File: config.mk
export PLATFORM = sky130hd
export DESIGN_NAME = strio_isolator
export DESIGN_NICKNAME = d
export VERILOG_FILES = /design/src/rtl/strio_pkg.sv /design/src/rtl/strio_scan.sv /design/src/rtl/strio_lsb.sv /design/src/rtl/strio_isolator.sv
export SDC_FILE = /design/constraint.sdc
export NUM_CORES = 1
export LEC_CHECK = 0
export ABC_AREA = 1
export BUFFER_PORTS_ARGS = -buffer_cell sky130_fd_sc_hd__buf_4
export CAP_MARGIN = 20
export CORE_ASPECT_RATIO = 1.4
export CORE_MARGIN = 3
export CORE_UTILIZATION = 45
export CTS_CLUSTER_SIZE = 25
export DETAILED_ROUTE_END_ITERATION = 8
export PLACE_DENSITY = 0.87
export SYNTH_ARGS = -nofsm -noshare
export SYNTH_HDL_FRONTEND = slang
export SYNTH_SLANG_ARGS = --single-unit
File: constraint.sdc
create_clock -name clk -period 1.91 [get_ports clk]
set_input_delay 0.2865 -clock clk [delete_from_list [all_inputs] [get_ports clk]]
set_output_delay 0.2865 -clock clk [all_outputs]
set_load 0.1 [all_outputs]
File: src/rtl/strio_pkg.sv
package strio_pkg;
    typedef enum logic {
        ST_IDLE = 1'b0,
        ST_EMIT = 1'b1
    } strio_state_e;

    typedef enum logic {
        SCAN_FROM_TOP = 1'b0,
        SCAN_FROM_BOT = 1'b1
    } strio_dir_e;

    localparam int unsigned STRIO_WIDTHS = 2;
endpackage

File: src/rtl/strio_scan.sv
module strio_scan #(
    parameter int unsigned VEC_W = 128,
    parameter int unsigned EW    = 8
) (
    input  logic [VEC_W-1:0] vec_i,
    input  logic             rev_i,
    output logic [VEC_W-1:0] res_o,
    output logic             found_o
);
    localparam int unsigned N = VEC_W / EW;

    logic [N-1:0] is_zero;

    generate
        for (genvar e = 0; e < N; e++) begin : g_zero
            assign is_zero[e] = (vec_i[e*EW +: EW] == '0);
        end
    endgenerate

    always_comb begin
        logic seen;
        int   idx;
        seen  = 1'b0;
        res_o = '0;
        for (int s = 0; s < N; s++) begin
            idx = rev_i ? s : (N - 1 - s);
            if (is_zero[idx]) begin
                seen = 1'b1;
            end
            res_o[idx*EW +: EW] = seen ? '0 : vec_i[idx*EW +: EW];
        end
        found_o = seen;
    end
endmodule

File: src/rtl/strio_lsb.sv
module strio_lsb #(
    parameter int unsigned VEC_W  = 128,
    parameter int unsigned BYTE_W = 8
) (
    input  logic [VEC_W-1:0] vec_i,
    input  logic             ones_mode_i,
    output logic             test_o
);
    localparam int unsigned NB = VEC_W / BYTE_W;

    logic [NB-1:0] low_bits;

    generate
        for (genvar b = 0; b < NB; b++) begin : g_low
            assign low_bits[b] = vec_i[b*BYTE_W];
        end
    endgenerate

    assign test_o = ones_mode_i ? (&low_bits) : ~(|low_bits);
endmodule

File: src/rtl/strio_isolator.sv
module strio_isolator
    import strio_pkg::*;
#(
    parameter int unsigned VEC_W  = 128,
    parameter int unsigned BYTE_W = 8
) (
    input  logic             clk,
    input  logic             rst_n,
    input  logic             in_valid,
    input  logic [VEC_W-1:0] in_vec,
    input  logic             elem_half,
    input  logic             scan_rev,
    input  logic             lsb_mode,
    output logic             out_valid,
    output logic [VEC_W-1:0] out_vec,
    output logic             any_zero,
    output logic             lsb_test
);
    strio_state_e state_q, state_d;

    logic [VEC_W-1:0] scan_res [STRIO_WIDTHS];
    logic             scan_hit [STRIO_WIDTHS];
    logic             lsb_comb;
    logic [VEC_W-1:0] res_sel;
    logic             hit_sel;

    generate
        for (genvar w = 0; w < STRIO_WIDTHS; w++) begin : g_width
            strio_scan #(
                .VEC_W(VEC_W),
                .EW   (BYTE_W << w)
            ) u_scan (
                .vec_i  (in_vec),
                .rev_i  (scan_rev),
                .res_o  (scan_res[w]),
                .found_o(scan_hit[w])
            );
        end
    endgenerate

    strio_lsb #(
        .VEC_W (VEC_W),
        .BYTE_W(BYTE_W)
    ) u_lsb (
        .vec_i      (in_vec),
        .ones_mode_i(lsb_mode),
        .test_o     (lsb_comb)
    );

    assign res_sel = elem_half ? scan_res[1] : scan_res[0];
    assign hit_sel = elem_half ? scan_hit[1] : scan_hit[0];

    always_comb begin
        state_d = state_q;
        unique case (state_q)
            ST_IDLE: state_d = in_valid ? ST_EMIT : ST_IDLE;
            ST_EMIT: state_d = in_valid ? ST_EMIT : ST_IDLE;
            default: state_d = ST_IDLE;
        endcase
    end

    always_ff @(posedge clk) begin
        if (!rst_n) begin
            state_q <= ST_IDLE;
        end else begin
            state_q <= state_d;
        end
    end

    always_ff @(posedge clk) begin
        if (!rst_n) begin
            out_vec  <= '0;
            any_zero <= 1'b0;
            lsb_test <= 1'b0;
        end else if (in_valid) begin
            out_vec  <= res_sel;
            any_zero <= hit_sel;
            lsb_test <= lsb_comb;
        end
    end

    assign out_valid = (state_q == ST_EMIT);
endmodule

==> summary.md, run 1 <==
| Metric | Value |
|---|---|
| Synth top cells by count | `nand2_1 (270), dfxtp_1 (131), nand3_1 (119)` |
| Netlist cell types | `46` |
| Total die area | `approximately 0.017 sq mm` |
| Die X | `roughly 110 microns` |
| Period utilization | `1.04` |
| Worst setup path end | `out_vec[117]` |
| Type of the worst setup path | `primary input to register` |
| Worst skew pair latency | `0.42 ns` |
| Non-filler instance count after layout | `around 1.7k` |
| Worst setup path startpoint | `in_vec[99]` |
| Gr ovfl total | `0` |
| Reg2reg end | `out_vec[109]` |
| Routability congestion estimate | `0.911` |
| Num rows | `53` |
| Port Buffers | `264` |
| Hold Crit Class | `primary input to register` |
| DR vias/cell | `5.73` |
| Synth area leaders | `dfxtp_1 (37%), nand2_1 (14%), nand3_1 (8.4%)` |
| P_leak | `0.00577 uW` |
| Worst Reg-to-Reg Cells | `2` |
| Synthesized flop and latch total | `roughly 130` |
| Area leader, netlist | `dfxtp_1` |
| Primary FF master, synth | `dfxtp_1` |
| Final Critical Period | `between 1.5 and 2 ns` |
| VDD IR max | `~540 uV` |
| Hold buffers post-CTS | `0` |
| Post-synth EDFFs | `0` |
| Layout Skew | `0 ns` |
| First-pass DRT Iterations | `5` |
| Synthesis warning total | `0` |
| Post-Syn Nets | `1,188` |
| Boundary Pins | `approximately 270` |
| First-pass GRT wire length | `about 45,000 microns` |
| Hpwl dp | `21,200 microns` |
| H-tree depth | `4` |
| Post-Synthesis Cells | `1,054` |
| DR vias | `9,552` |
| Layout cells sized above 1 | `0.403` |
| CP endpoint kind | `register` |
| Max_slew headroom | `0.564` |
| Top cell type's share of synthesized area | `0.370` |
| Initial antenna violation count | `0` |
| Failing checks | `setup timing` |
| RSZ-0062 raised after global routing | `true` |
| Syn avg cell area | `between 6 and 7 sq um` |
| Cell Pwr Density | `816 mW/mm^2` |
| Final hold viol count | `0` |
| # nets final | `1,596` |
| Placed Cells | `1,620` |
| Max Slew Vio Count | `0` |
| Worst EP arrival | `2.32 ns` |
| R2r setup slk | `1.17 ns` |
| FMAX | `roughly 500 MHz` |
| Worst setup margin | `-0.0713 ns` |
| Clk slew on worst S/H paths | `0.06 ns` |
| Critical path peak fanout | `7` |
| Final wirelength | `30,600 microns` |
| Initial drt markers | `978` |
| Seq/Total Area, Yosys | `0.370` |
| Root Driver | `clkbuf_16` |
| ANT nets after route | `0` |
| Max Cap Viol | `0` |
| Area grow syn2layout | `63.9%` |
| Final hold slack | `0.110 ns` |
| Worst reg2reg path startpoint | `out_vec[109]` |
| Largest net degree at the start of global routing | `63` |
| Worst Max-Slew Pin Slew | `0.654 ns` |
| ANT cells | `0` |
| Maximum clock path buffer count | `2` |
| Most frequent cell after synthesis | `nand2_1` |
| Clk sinks | `roughly 130` |
| Synthesized area | `0.00709 sq mm` |
| Final TNS setup | `-0.831 ns` |
| Post-route DRC violation count | `0` |
| Routed WL per cell | `around 18 microns` |
| CP Data Required Time | `2.25 ns` |
| Vias in the first global route | `9,058` |
| Status | `finished with violations` |
| Cts bufs inserted | `17` |
| CTS tree | `done` |
| CORE AREA | `0.0153 sq mm` |
| GRT Total Usage | `0.317` |
| FFs w/ async S/R, synth | `0` |
| Initial Util | `0.465` |
| CP Launch Type | `primary input` |
| Chip height | `around 150 microns` |
| # setup viols final | `27` |
power by group:
part / internal, uW / leakage (uW) / switching, uW / total [uW]
Combinational: 821 / 0.00438 / 2110 / 2930
Sequential: 2920 / 0.00108 / 108 / 3030
Clock: 2230 / 0.000301 / 1290 / 3520
Total: 5970 / 0.00577 / 3510 / 9480
cell usage in the layout, fill, tap and decap left out, types with 16 or more instances in the layout:
cell         n
a21oi_1     26
nand3_1    111
nand4_1     64
inv_1       61
buf_4      421
a31oi_1     38
dfxtp_1    131
nand2_2     21
nor2_4      18
nand2_1    252
buf_6       16
o21ai_0     69
nor2_1      75
clkbuf_16   18
sequential cells by signal, summed over array words and instances (netlist names):
signal	cells
out_vec	128
out_valid	1
any_zero	1
lsb_test	1
final cells by class:
type	count	area, sq um
Clock buffer	20	447
Clock inverter	12	180
Fill cell	1050	3630
Inverter	73	278
Multi-Input combinational cell	791	4300
Sequential cell	131	2620
Tap cell	192	240
Timing Repair Buffer	448	3550
layer usage:
layer | vias to the layer above | part of all wire | wire length [microns] | global-route usage
met5 | - | 0 | 0 | 0
met4 | 0 | 0.065 | 1970 | 0.198
met3 | 128 | 0.082 | 2510 | 0.0661
met2 | 578 | 0.50 | 15300 | 0.542
met1 | 4417 | 0.35 | 10800 | 0.358
li1 | 4429 | - | - | -
critical path, stage by stage:
cell	delay, ns
buf_4	0.10
nor2_1	0.05
nand2_1	0.10
nor2_4	0.07
buf_6	0.11
nand2_2	0.06
nand2_2	0.05
inv_2	0.06
nand3_4	0.09
nor2_4	0.14
nand4_4	0.10
nor2_4	0.20
nand4_4	0.26
nand2_4	0.23
clkbuf_16	0.17
nand3_1	0.07
a31oi_1	0.15
kinds of logic after synthesis:
family,Yosys count,synth area share
AO/OA/AOI/OAI,187,0.154
buffers and inverters,134,0.0780
flip-flops,131,0.370
AND/OR/NAND/NOR,602,0.398
metrics by stage:
| step | total power, uW | area, sq um | util | worst slack, ns |
|---|---|---|---|---|
| 2_1_floorplan | 4930 | 7110 | - | 0.00624 |
| 3_3_place_gp | 5830 | 10400 | 0.684 | -0.382 |
| 3_5_place_dp | 5870 | 10400 | 0.684 | -0.420 |
| 4_1_cts | 9360 | 11100 | 0.727 | -0.0114 |
| 5_1_grt | 9740 | 11600 | 0.762 | -0.164 |
| 6_report | 9480 | 11600 | 0.762 | -0.0713 |
what timing repair did:
action                     CTS  global route
gates resized for setup      5           112
buffers inserted             0            15
cloned                       1             2
pin swaps                    1            50
setup endpoints to repair   18           117
worst min path at each step:
stage | from | endpoint | slack (ns) | depth (start not counted)
floorplan | in_vec[38] | out_vec[38] | 0.42 | 2
finish | in_vec[38] | out_vec[38] | 0.11 | 3
global placement | out_vec[0] | out_vec[0] | 0.44 | 2
detailed placement | out_vec[70] | out_vec[70] | 0.44 | 2
CTS | in_vec[38] | out_vec[38] | 0.10 | 3
global route | in_vec[69] | out_vec[69] | 0.12 | 3
(Power assumes the default switching activity.)
==> run 2: changes to the inputs <==
--- a/config.mk
+++ b/config.mk
@@ -9,11 +9,11 @@
 export BUFFER_PORTS_ARGS = -buffer_cell sky130_fd_sc_hd__buf_4
 export CAP_MARGIN = 20
 export CORE_ASPECT_RATIO = 1.4
-export CORE_MARGIN = 3
 export CORE_UTILIZATION = 45
 export CTS_CLUSTER_SIZE = 25
 export DETAILED_ROUTE_END_ITERATION = 8
 export PLACE_DENSITY = 0.87
+export SETUP_SLACK_MARGIN = 0.5
 export SYNTH_ARGS = -nofsm -noshare
 export SYNTH_HDL_FRONTEND = slang
 export SYNTH_SLANG_ARGS = --single-unit
==> run 2 against run 1 <==
Compared with the run above: the run still ends with setup timing left; clock skew is the same; core utilization grew 4.9 points; setup slack got worse by 0.017 ns; non-clock buffer count unchanged; highest routed layer unchanged; worst hold slack gained 0.0044 ns; maximum frequency shrank 0.84%; sequential share of layout area down 1.3 points; die area down 6.1%.
==> summary.md, run 2 (synthesis results as in run 1) <==
| Metric | Value |
|---|---|
| Status | `finished with violations (unchanged)` |
| Failing checks | `setup timing (unchanged)` |
| Max Cap Viol | `0 (unchanged)` |
| Die X | `108 microns (was 112 microns)` |
| Hold endpoint | `out_vec[79] (was out_vec[38])` |
| ANT nets after route | `0 (unchanged)` |
| # setup viols final | `10 (was 27)` |
| Biggest register | `out_vec (unchanged)` |
| Worst Reg-to-Reg Cells | `2 (unchanged)` |
| Num rows | `53 (unchanged)` |
| Area grow syn2layout | `73.7% (was 63.9%)` |
| DR vias/cell | `6.15 (was 5.73)` |
| Max Slew Vio Count | `0 (unchanged)` |
| Final wirelength | `33,300 microns (was 30,600 microns)` |
| Commonest non-fill, non-tap cell in the layout | `buf_4 (unchanged)` |
| Reg2reg end | `out_vec[20] (was out_vec[109])` |
| Global route hottest layer | `met2 (unchanged)` |
| FMAX | `500 MHz (was 505 MHz)` |
| CP delay by family, top | `simple AND/OR/NAND/NOR gates (unchanged)` |
| Worst Hold Depth | `3 (unchanged)` |
| P_leak | `0.00595 uW (was 0.00577 uW)` |
| Routability congestion estimate | `0.950 (was 0.911)` |
| ANT cells | `0 (unchanged)` |
| Worst Max-Slew Pin Slew | `0.672 ns (was 0.654 ns)` |
| Type of the worst setup path | `primary input to register (unchanged)` |
| Chip height | `151 microns (was 155 microns)` |
| Clk slew on worst S/H paths | `0.06 ns (about the same)` |
| Cts bufs inserted | `17 (unchanged)` |
| Hold buffers post-CTS | `0 (unchanged)` |
| Commonest non-fill, non-tap cells in the layout | `buf_4 (397), nand2_1 (233), dfxtp_1 (131) (was buf_4 (421), nand2_1 (252), dfxtp_1 (131))` |
| Routed WL per cell | `20.0 microns (was 18.3 microns)` |
| Cell Pwr Density | `800 mW/mm^2 (was 816 mW/mm^2)` |
| Max stage delay on crit path | `0.35 ns (was 0.26 ns)` |
| # nets final | `1,598 (was 1,596)` |
| M2 GR Usage | `0.621 (was 0.542)` |
| First-pass GRT wire length | `46,100 microns (was 44,900 microns)` |
| CP Launch Type | `primary input (unchanged)` |
| Clk sinks | `131 (unchanged)` |
| CP most frequent cell | `nand2_1 (was nor2_4)` |
| Worst setup margin | `-0.0881 ns (was -0.0713 ns)` |
| Final hold viol count | `0 (unchanged)` |
| Max reg flops | `128 (unchanged)` |
| RSZ-0062 raised after global routing | `true (unchanged)` |
| Final hold slack | `0.115 ns (was 0.110 ns)` |
| CTS tree | `done (unchanged)` |
| Boundary Pins | `265 (unchanged)` |
| DR vias | `10.3k (was 9,552)` |
| Layout cells sized above 1 | `0.480 (was 0.403)` |
| Max_slew headroom | `0.551 (was 0.564)` |
| Gr ovfl total | `0 (unchanged)` |
| Initial Util | `0.467 (was 0.465)` |
| Vias in the first global route | `9,528 (was 9,058)` |
| R2r setup slk | `1.09 ns (was 1.17 ns)` |
| Period utilization | `1.05 (was 1.04)` |
| H-tree depth | `4 (unchanged)` |
| Post-DP Area | `0.0104 sq mm (about the same)` |
| Critical path peak fanout | `5 (was 7)` |
| Port Buffers | `264 (unchanged)` |
| CP Data Required Time | `2.26 ns (was 2.25 ns)` |
| GRT Total Usage | `0.360 (was 0.317)` |
| Hpwl dp | `19,900 microns (was 21,200 microns)` |
| Design Area, Final | `0.0123 sq mm (was 0.0116 sq mm)` |
| Hold Crit Class | `primary input to register (unchanged)` |
| Met3 Usage GRT | `0.0762 (was 0.0661)` |
| Initial antenna violation count | `0 (unchanged)` |
| Final Critical Period | `2.00 ns (was 1.98 ns)` |
| CP endpoint kind | `register (unchanged)` |
| Largest net degree at the start of global routing | `41 (was 63)` |
| Worst reg2reg path startpoint | `out_vec[20] (was out_vec[109])` |
| CP max stage cell | `o21bai_4 (was nand4_4)` |
| Total die area | `0.0163 sq mm (was 0.0173 sq mm)` |
| Layout Skew | `0 ns (unchanged)` |
| Worst EP arrival | `2.35 ns (was 2.32 ns)` |
| Maximum clock path buffer count | `2 (unchanged)` |
| VDD IR max | `599 uV (was 543 uV)` |
| Post-route DRC violation count | `0 (unchanged)` |
| Initial drt markers | `1,375 (was 978)` |
| Hold wc startpoint | `in_vec[79] (was in_vec[38])` |
| CORE AREA | `0.0152 sq mm (was 0.0153 sq mm)` |
| Root Driver | `clkbuf_16 (unchanged)` |
| GRT met1 Usage | `0.386 (was 0.358)` |
| Worst skew pair latency | `0.41 ns (was 0.42 ns)` |
| CP Buf/Inv Count | `2 (was 4)` |
| Cell breakdown of the critical path | `buf_4 > nor2_1 > nand2_1 > nor2_2 > buf_6 > nand2_1 > nand4_1 > nor2_4 > nand4_4 > nor2_4 > nand4_4 > o21bai_4 > nand3_1 > nand2_1 > nand2_1 > nand2_1 (was buf_4 > nor2_1 > nand2_1 > nor2_4 > buf_6 > nand2_2 > nand2_2 > inv_2 > nand3_4 > nor2_4 > nand4_4 > nor2_4 > nand4_4 > nand2_4 > clkbuf_16 > nand3_1 > a31oi_1)` |
| First-pass DRT Iterations | `8 (was 5)` |
[run 2: timing repair]
action / in CTS / in global routing
cloned: 2 / 3
setup buffers: 15 / 7
pin swaps: 44 / 71
endpoints found under the setup margin: 129 / 129
gates resized for setup: 117 / 153
[run 2: layout make-up]
class	instances	area, sq um
repair buffers	448	3650
clock buffers	19	453
multi-input cells	793	4850
inverters	73	297
well taps	192	240
flip-flops and latches	131	2620
clock inverters	12	203
fillers	874	2870
[run 2: report_power, final]
part / leakage, uW / internal, uW / switching (uW)
combinational: 0.00454 / 874 / 2220
clock: 0.000320 / 2390 / 1350
sequential: 0.00108 / 2920 / 109
[run 2: how the worst max path moves through the flow]
stage                start      endpoint  slack, ns  cells past startpoint
4_1_cts         in_vec[35]    out_vec[4]       0.18                     13
2_1_floorplan    in_vec[6]  out_vec[101]       0.03                     17
3_3_place_gp      scan_rev    out_vec[8]      -0.27                     16
3_5_place_dp   in_vec[100]   out_vec[31]      -0.35                     18
5_1_grt         in_vec[35]   out_vec[12]      -0.20                     15
6_report        in_vec[84]    out_vec[3]      -0.09                     16
[run 2: routing by layer]
layer	vias to the layer above	wire length [microns]
li1	4429	-
met1	4657	11100
met2	891	15800
met3	288	3480
met4	0	2850
met5	-	0
[run 2: per-stage QoR]
step	utilization	setup WS, ns	instances	total power [uW]	TNS [ns]
6_report	0.811	-0.0881	1668	9860	-0.410
5_1_grt	0.811	-0.202	1668	10100	-2.88
4_1_cts	0.768	0.184	1658	9610	0
3_5_place_dp	0.688	-0.354	1610	5880	-34.03
3_3_place_gp	0.688	-0.272	1610	5840	-25.85
2_1_floorplan	-	0.0280	1054	4950	0
[run 2: worst reg2reg max path: cells and delay by family, from the launching register on]
family | cells | cell delay (ns)
DFF | 1 | 0.32
AOI/OAI and AO/OA | 2 | 0.36
